==> src/rtl/bcg_pkg.sv <==
package bcg_pkg;
  localparam int OFF_W = 3;

  typedef enum logic [1:0] {
    BL_BAD = 2'b00,
    BL_2   = 2'b01,
    BL_4   = 2'b10,
    BL_8   = 2'b11
  } blen_e;

  typedef enum logic {
    ORD_SEQ = 1'b0,
    ORD_ILV = 1'b1
  } order_e;
endpackage

==> src/rtl/bcg_len_decode.sv <==
module bcg_len_decode
  import bcg_pkg::*;
(
  input  logic [1:0]       code,
  output logic             legal,
  output logic [OFF_W-1:0] mask
);
  always_comb begin
    legal = 1'b1;
    case (blen_e'(code))
      BL_2:    mask = 3'b001;
      BL_4:    mask = 3'b011;
      BL_8:    mask = 3'b111;
      default: begin
        mask  = 3'b000;
        legal = 1'b0;
      end
    endcase
  end
endmodule

==> src/rtl/bcg_order.sv <==
module bcg_order
  import bcg_pkg::*;
#(
  parameter int COL_W = 10
) (
  input  logic [COL_W-1:0] base_col,
  input  logic [OFF_W-1:0] step,
  input  logic [OFF_W-1:0] mask,
  input  logic             ilv,
  output logic [COL_W-1:0] col
);
  localparam int HI_W = COL_W - OFF_W;

  logic [OFF_W-1:0] seq_off;
  logic [OFF_W-1:0] ilv_off;
  logic [OFF_W-1:0] walk;
  logic [OFF_W-1:0] low;

  always_comb begin
    seq_off = base_col[OFF_W-1:0] + step;
    ilv_off = base_col[OFF_W-1:0] ^ step;
    walk    = ilv ? ilv_off : seq_off;
    // bits inside the block follow the walk, the rest keep the start value
    low     = (walk & mask) | (base_col[OFF_W-1:0] & ~mask);
    col     = {base_col[COL_W-1 -: HI_W], low};
  end
endmodule

==> src/rtl/bcg_pin_map.sv <==
module bcg_pin_map #(
  parameter int COL_W   = 10,
  parameter int ADDR_W  = 10,
  parameter int GAP_POS = 10
) (
  input  logic [COL_W-1:0]  col,
  output logic [ADDR_W-1:0] pins
);
  generate
    if (ADDR_W > COL_W) begin : g_gap
      assign pins[GAP_POS-1:0] = col[GAP_POS-1:0];
      assign pins[GAP_POS]     = 1'b0;
      for (genvar i = GAP_POS; i < COL_W; i++) begin : g_up
        assign pins[i+1] = col[i];
      end
    end else begin : g_flat
      assign pins = col;
    end
  endgenerate
endmodule

==> src/rtl/burst_col_gen.sv <==
module burst_col_gen
  import bcg_pkg::*;
#(
  parameter int COL_W   = 10,
  parameter int GAP_POS = 10,
  parameter int ADDR_W  = (COL_W > GAP_POS) ? COL_W + 1 : COL_W
) (
  input  logic              clk,
  input  logic              rst,
  input  logic              start,
  input  logic [COL_W-1:0]  start_col,
  input  logic [1:0]        blen_code,
  input  logic              btype,
  output logic              busy,
  output logic              beat_valid,
  output logic [COL_W-1:0]  beat_col,
  output logic [ADDR_W-1:0] addr_pins,
  output logic              first,
  output logic              last,
  output logic              err
);
  logic [COL_W-1:0] base_q;
  logic [OFF_W-1:0] mask_q;
  logic             ilv_q;
  logic [OFF_W-1:0] step_q;
  logic [OFF_W-1:0] rem_q;

  logic             dec_legal;
  logic [OFF_W-1:0] dec_mask;
  logic             accept;
  logic [COL_W-1:0] ord_base;
  logic [OFF_W-1:0] ord_step;
  logic [OFF_W-1:0] ord_mask;
  logic             ord_ilv;
  logic [COL_W-1:0] ord_col;

  bcg_len_decode u_dec (
    .code  (blen_code),
    .legal (dec_legal),
    .mask  (dec_mask)
  );

  assign accept = start && (rem_q == '0);

  always_comb begin
    if (accept) begin
      ord_base = start_col;
      ord_step = '0;
      ord_mask = dec_mask;
      ord_ilv  = btype;
    end else begin
      ord_base = base_q;
      ord_step = step_q;
      ord_mask = mask_q;
      ord_ilv  = ilv_q;
    end
  end

  bcg_order #(.COL_W(COL_W)) u_ord (
    .base_col (ord_base),
    .step     (ord_step),
    .mask     (ord_mask),
    .ilv      (ord_ilv),
    .col      (ord_col)
  );

  always_ff @(posedge clk) begin
    if (rst) begin
      base_q     <= '0;
      mask_q     <= '0;
      ilv_q      <= 1'b0;
      step_q     <= '0;
      rem_q      <= '0;
      beat_valid <= 1'b0;
      beat_col   <= '0;
      first      <= 1'b0;
      last       <= 1'b0;
      err        <= 1'b0;
    end else begin
      beat_valid <= 1'b0;
      first      <= 1'b0;
      last       <= 1'b0;
      if (accept) begin
        if (dec_legal) begin
          base_q     <= start_col;
          mask_q     <= dec_mask;
          ilv_q      <= btype;
          step_q     <= 3'd1;
          rem_q      <= dec_mask;
          beat_valid <= 1'b1;
          beat_col   <= ord_col;
          first      <= 1'b1;
          err        <= 1'b0;
        end else begin
          err <= 1'b1;
        end
      end else if (rem_q != '0) begin
        beat_valid <= 1'b1;
        beat_col   <= ord_col;
        step_q     <= step_q + 3'd1;
        rem_q      <= rem_q - 3'd1;
        last       <= (rem_q == 3'd1);
      end
    end
  end

  assign busy = (rem_q != '0);

  bcg_pin_map #(.COL_W(COL_W), .ADDR_W(ADDR_W), .GAP_POS(GAP_POS)) u_map (
    .col  (beat_col),
    .pins (addr_pins)
  );
endmodule

==> config.mk <==
export PLATFORM = sky130hd
export DESIGN_NAME = burst_col_gen
export DESIGN_NICKNAME = d
export VERILOG_FILES = /design/src/rtl/bcg_pkg.sv /design/src/rtl/bcg_len_decode.sv /design/src/rtl/bcg_order.sv /design/src/rtl/bcg_pin_map.sv /design/src/rtl/burst_col_gen.sv
export SDC_FILE = /design/constraint.sdc
export NUM_CORES = 1
export LEC_CHECK = 0
export BUFFER_PORTS_ARGS = -buffer_cell sky130_fd_sc_hd__clkbuf_2
export CAP_MARGIN = 20
export CORE_MARGIN = 5
export CORE_UTILIZATION = 52
export CTS_CLUSTER_DIAMETER = 100
export DETAILED_ROUTE_END_ITERATION = 8
export GPL_ROUTABILITY_DRIVEN = 0
export HOLD_SLACK_MARGIN = 0.02
export PLACE_DENSITY = 0.78
export SLEW_MARGIN = 20
export SYNTH_ARGS = -nofsm -noshare
export SYNTH_HDL_FRONTEND = slang
export SYNTH_SLANG_ARGS = --single-unit
==> constraint.sdc <==
create_clock -name clk -period 3.23 [get_ports clk]
set_clock_uncertainty 0.1 [all_clocks]
set_input_delay 0.4845 -clock clk [delete_from_list [all_inputs] [get_ports clk]]
set_output_delay 0.4845 -clock clk [all_outputs]
set_load 0.005 [all_outputs]
; Word-level counts from Yosys, hierarchy flattened
; Cells that the tools add are included.
[classes]
reduce_logical = 9
add_sub_neg = 3
bitwise = 7
mux = 20
n_eq_ne = 5
[ops]
columns = cell, n
row1 = two-way mux 10 bit, 4
row2 = two-way mux 3 bit, 9
row3 = one-hot mux 3 bit (3 select lines), 1
row4 = AND 3 bit, 2
row5 = two-way mux 1 bit, 6
row6 = OR reduction 3 bit, 2
row7 = "equality test 2 bit, second input constant", 2
row8 = AND reduction 2 bit, 2
row9 = "adder 3 x 1 -> 3 bit, second input constant", 1
row10 = adder 3 bit, 1
row11 = "equality test 3 x 1 -> 1 bit, second input constant", 1
row12 = zero test 3 bit, 1
row13 = NOT 3 bit, 1
row14 = OR 3 bit, 1
row15 = nonzero test 3 bit, 1
row16 = "subtractor 3 x 1 -> 3 bit, second input constant", 1
row17 = XOR 3 bit, 1
row18 = "equality test 2 x 1 -> 1 bit, second input constant", 1
row19 = "!= test 2 bit, second input constant", 1
row20 = NOT 1 bit, 2
row21 = nonzero test 2 bit, 1
row22 = OR reduction 2 bit, 1
row23 = logical AND 1 bit, 1
[word_totals]
out_inout_bits = 25
ff_bits = 34

; Logic depth before layout (Yosys ltp)
[logic_depth]
depth_word = 9
mapped_depth = 14
depth_no_buf = 12

; By module
; From an unflattened synthesis, not the netlist that was laid out.
[unflattened]
cells_unflattened = 209
area_unflattened_um2 = 1838.0
[by_module_without_submodules]
columns = module, cells_each, area_per_inst_um2, seq_area_each_um2, n_inst
row1 = burst_col_gen, 174, 1572.8, 680.7, 1
row2 = bcg_order, 21, 165.2, 0.0, 1
row3 = bcg_pin_map, 10, 75.1, 0.0, 1
row4 = bcg_len_decode, 4, 25.0, 0.0, 1

; Least setup slack after synthesis
; OpenSTA, ideal clock, no wires.
[synth_path]
path_kind = flip-flop to flip-flop
start = register rem_q[0]
end = register beat_col[2]
path_slack_ns = 0.478
arrival_time_ns = 2.566
setup_time_ns = 0.086
path_stages_with_launch = 15
n_path_buf = 2
required_ns = 3.044
cell_sequence = dfxtp_1 -> inv_1 -> ha_1 -> and3b_1 -> buf_6 -> clkbuf_1 -> nand2_1 -> nand2_1 -> ha_1 -> inv_1 -> fa_1 -> nor4bb_1 -> xor2_1 -> o22ai_1 -> a211oi_1
[synth_between]
elab_chain_cells = 9
[synth_lines]
columns = element, line_no
row1 = from (decl), burst_col_gen.sv:26  ; logic [OFF_W-1:0] rem_q;
row2 = from (signal assigned), burst_col_gen.sv:89  ; rem_q <= dec_mask;
row3 = from (signal assigned), burst_col_gen.sv:101  ; rem_q <= rem_q - 3'd1;
row4 = zero test 3 bit, burst_col_gen.sv:43  ; assign accept = start && (rem_q == '0);
row5 = logical AND 1 bit, burst_col_gen.sv:43
row6 = two-way mux 10 bit / two-way mux 3 bit (equally long branches), burst_col_gen.sv:46  ; if (accept) begin
row7 = adder 3 bit / XOR 3 bit (equally long branches), "bcg_order.sv:20, bcg_order.sv:21"
row8 = two-way mux 3 bit, bcg_order.sv:22  ; walk = ilv ? ilv_off : seq_off;
row9 = AND 3 bit, bcg_order.sv:24  ; low = (walk & mask) | (base_col[OFF_W-1:0] & ~mask);
row10 = OR 3 bit, bcg_order.sv:24
row11 = two-way mux 10 bit (on tied branches), "burst_col_gen.sv:97, burst_col_gen.sv:84"
row12 = two-way mux 10 bit, burst_col_gen.sv:83  ; if (accept) begin
row13 = to (signal assigned), burst_col_gen.sv:91  ; beat_col <= ord_col;
row14 = to (signal assigned), burst_col_gen.sv:99  ; beat_col <= ord_col;
row15 = to (decl), burst_col_gen.sv:16  ; output logic [COL_W-1:0] beat_col,
; Parallel ways exist; a longest one is shown, timed or not. The select of a mux whose other input is x is not followed.
; A chain may end at the register's enable or synchronous reset.

; Worst setup path in the final report
; Same ends and word-level chain as after synthesis.

==> results.txt <==
Outcome -> completed
CTS Buf Count -> 5
Synth Flop Type -> dfxtp_1
Fillcell total -> 287
Commonest cells post-synth -> nand2_1, dfxtp_1, a21oi_1
Reg2reg setup slack -> 0.29 ns
Worst Hold Path Cells -> 3
Synth Register Bits -> 34
Worst-path clk slew -> 0.10 ns
IO Pins -> 41
Total Neg Setup Slack -> 0 ns
Max clock buf depth -> 2
Starting density of the core -> 53.6%
EDFF count, synth -> 0
Root buffer cell -> clkbuf_4
TritonCTS clock tree -> yes
Post-cts gate resize count -> 0
Slew headroom -> 56.6%
Detail Route Antenna Nets -> 0
Starting DRT DRC Count -> 103
Ys async rst share -> 0%
First-pass GRT wire length -> 5820 µm
Top-count cell post-synth -> nand2_1
Residual DRC -> 0
H-tree Lvls -> 2
Slowest stage delay, CP -> 0.45 ns
Final setup vio count -> 0
Vias in the first global route -> 1267
Number of port buffers -> 40
Hold EP -> base_q[7]
Post-Syn Area -> 0.00161 mm²
Static leakage -> 0.822 nW
Post-Syn Nets -> 218
Beginning of the worst hold path -> start_col[7]
Final hold vios -> 0
P&R area growth vs syn -> 15.5%
Reg2reg path depth -> 12
Sink Count -> 34
CP endpoint kind -> flop
Grt ovf -> 0
Cts hold-fix bufs -> 0
Worst path slowest cell -> and3b_1
Initial antenna violation count -> 0
Final Slew Violations -> 0
Antenna cells -> 0
DR vias -> 1392
Power after layout -> 1.75 mW
Crit path max fanout -> 11
Core box area -> 0.00300 mm²
Average size of a mapped cell -> 8.25 µm²
Core Util, Final -> 61.9%
Worst-Skew Late Latency -> 0.35 ns
Via density -> 5.40
TritonRoute pass-1 iters -> 5
Top cell type's share of synthesized area -> 42.3%
Die width -> 65.6 µm
Post-DP HPWL -> 2460 µm
Critical-path cell list -> inv_1 > ha_1 > and3b_1 > nand2_1 > nand2_1 > ha_1 > inv_1 > fa_1 > nor4bb_1 > xor2_1 > o22ai_1 > a211oi_1
CP Data Required Time -> 3.39 ns
Tightest Pin Transition -> 0.651 ns
Maximum vdd ir drop -> 0.439 mV
Share of cells above drive strength 1 -> 24.4%
GRT Resource Usage Total -> 17.9%
Synthesized instance count -> 195
Fin crit period -> 2.94 ns
Worst hold path class -> in2reg
Top cells by area, synth -> dfxtp_1, nand2_1, a21oi_1, buf_4, ha_1
Tcrit/Tclk final -> 91.0%
RSZ-0062 raised after global routing -> no
Num rows -> 20
Die ar. -> 0.00431 mm²
Post-CTS setup buffers -> 0
Crit path kind -> reg2reg
Worst reg2reg endpoint -> beat_col[2]
Number of max-cap violations -> 0
Startpoint Class -> flop
Power Dens Cells -> 940 mW/mm²
Arrival time at the worst endpoint -> 3.10 ns
FF-to-FF Start -> rem_q[0]
Nets -> 247
Wirelength, routed -> 3420 µm
Die height -> 65.6 µm
Yosys warns -> 0
Routed wire per std cell -> 13.3 µm
Synth unique cells -> 37
Seq/Total Area, Yosys -> 42.3%
Highest clock rate -> 0.340 GHz
Pin count of the biggest net entering global routing -> 35
Leading area contributor after synthesis -> dfxtp_1
## worst max-delay path by stage
stage | startpoint | endpoint
after floorplan | rem_q[0] | beat_col[2]
final | rem_q[0] | beat_col[2]
after global routing | rem_q[0] | beat_col[2]
after detailed placement | rem_q[0] | beat_col[2]
after global placement | start | beat_col[2]
after CTS | rem_q[0] | beat_col[2]
## power breakdown
part / leakage [nW] / total [mW] / internal (mW) / switching (mW)
Clock: 0.0585 / 0.406 / 0.262 / 0.144
Sequential: 0.279 / 0.625 / 0.543 / 0.0821
Combinational: 0.484 / 0.716 / 0.310 / 0.406
## cells in the final DEF, fill, tap and decap left out, types with 2 or more instances in the layout
master,Yosys,routed
dfxtp_1,34,34
o21ai_0,2,2
buf_4,10,4
clkbuf_4,0,5
bufinv_16,0,2
clkbuf_2,0,40
nor3_1,4,4
a21o_1,2,2
a311oi_1,7,7
ha_1,6,6
a21oi_1,19,19
inv_1,5,5
nor2_1,16,16
a211oi_1,3,3
nand2_1,47,47
mux2i_1,2,2
and2_1,2,2
nor4b_1,2,2
nand2b_1,2,2
xor2_1,3,3
## worst max-delay path, delay by kind of cell (launching register included)
| family | cells | cell delay, ns |
|---|---|---|
| flops | 1 | 0.34 |
| fa+ha+maj | 3 | 0.76 |
| xor+xnor | 1 | 0.18 |
| compound gates | 2 | 0.30 |
| buf+inv | 2 | 0.13 |
| simple gates | 4 | 1.05 |
## layout make-up
type	instances	area, µm²	area share (%)
inverter	5	18.8	1.01
clock buffer	6	51.3	2.76
timing repair buffer	44	230	12.4
clock inverter	2	60.1	3.23
tap	33	41.3	2.22
multi-input combinational	134	776	41.8
sequential	34	681	36.6
## cells by family (layout without fill, tap and decap cells)
logic type	after synthesis	in the layout	synth area share [%]
xor+xnor	4	4	2.18
buf+inv	27	57	9.49
flops	34	34	42.3
simple gates	80	80	21.8
compound gates	40	40	16.2
mux	3	3	2.18
fa+ha+maj	7	7	5.91
## per-layer routing
layer / up-vias / wire [µm] / GRT usage [%]
li1: 705 / - / -
met4: 0 / 125 / 12.7
met3: 12 / 163 / 4.10
met2: 34 / 1610 / 28.3
met1: 641 / 1520 / 21.1
met5: - / 0 / 0
## flip-flops by register name (all words and copies together) (netlist names)
register    count
last            1
base_q         10
beat_valid      1
beat_col       10
step_q          3
rem_q           3
mask_q          3
err             1
first           1
ilv_q           1
## per-stage QoR
step                      setup slack [ns]  cells  hold WS, ns  instance area (µm²)
after global placement               0.503    250        0.340                 1750
after global routing                0.0175    258        0.247                 1860
after CTS                            0.267    258        0.252                 1860
final                                0.290    258        0.266                 1860
after floorplan                      0.478    195        0.332                 1610
after detailed placement             0.395    250        0.346                 1750
Power figures use the tool's default switching activity.
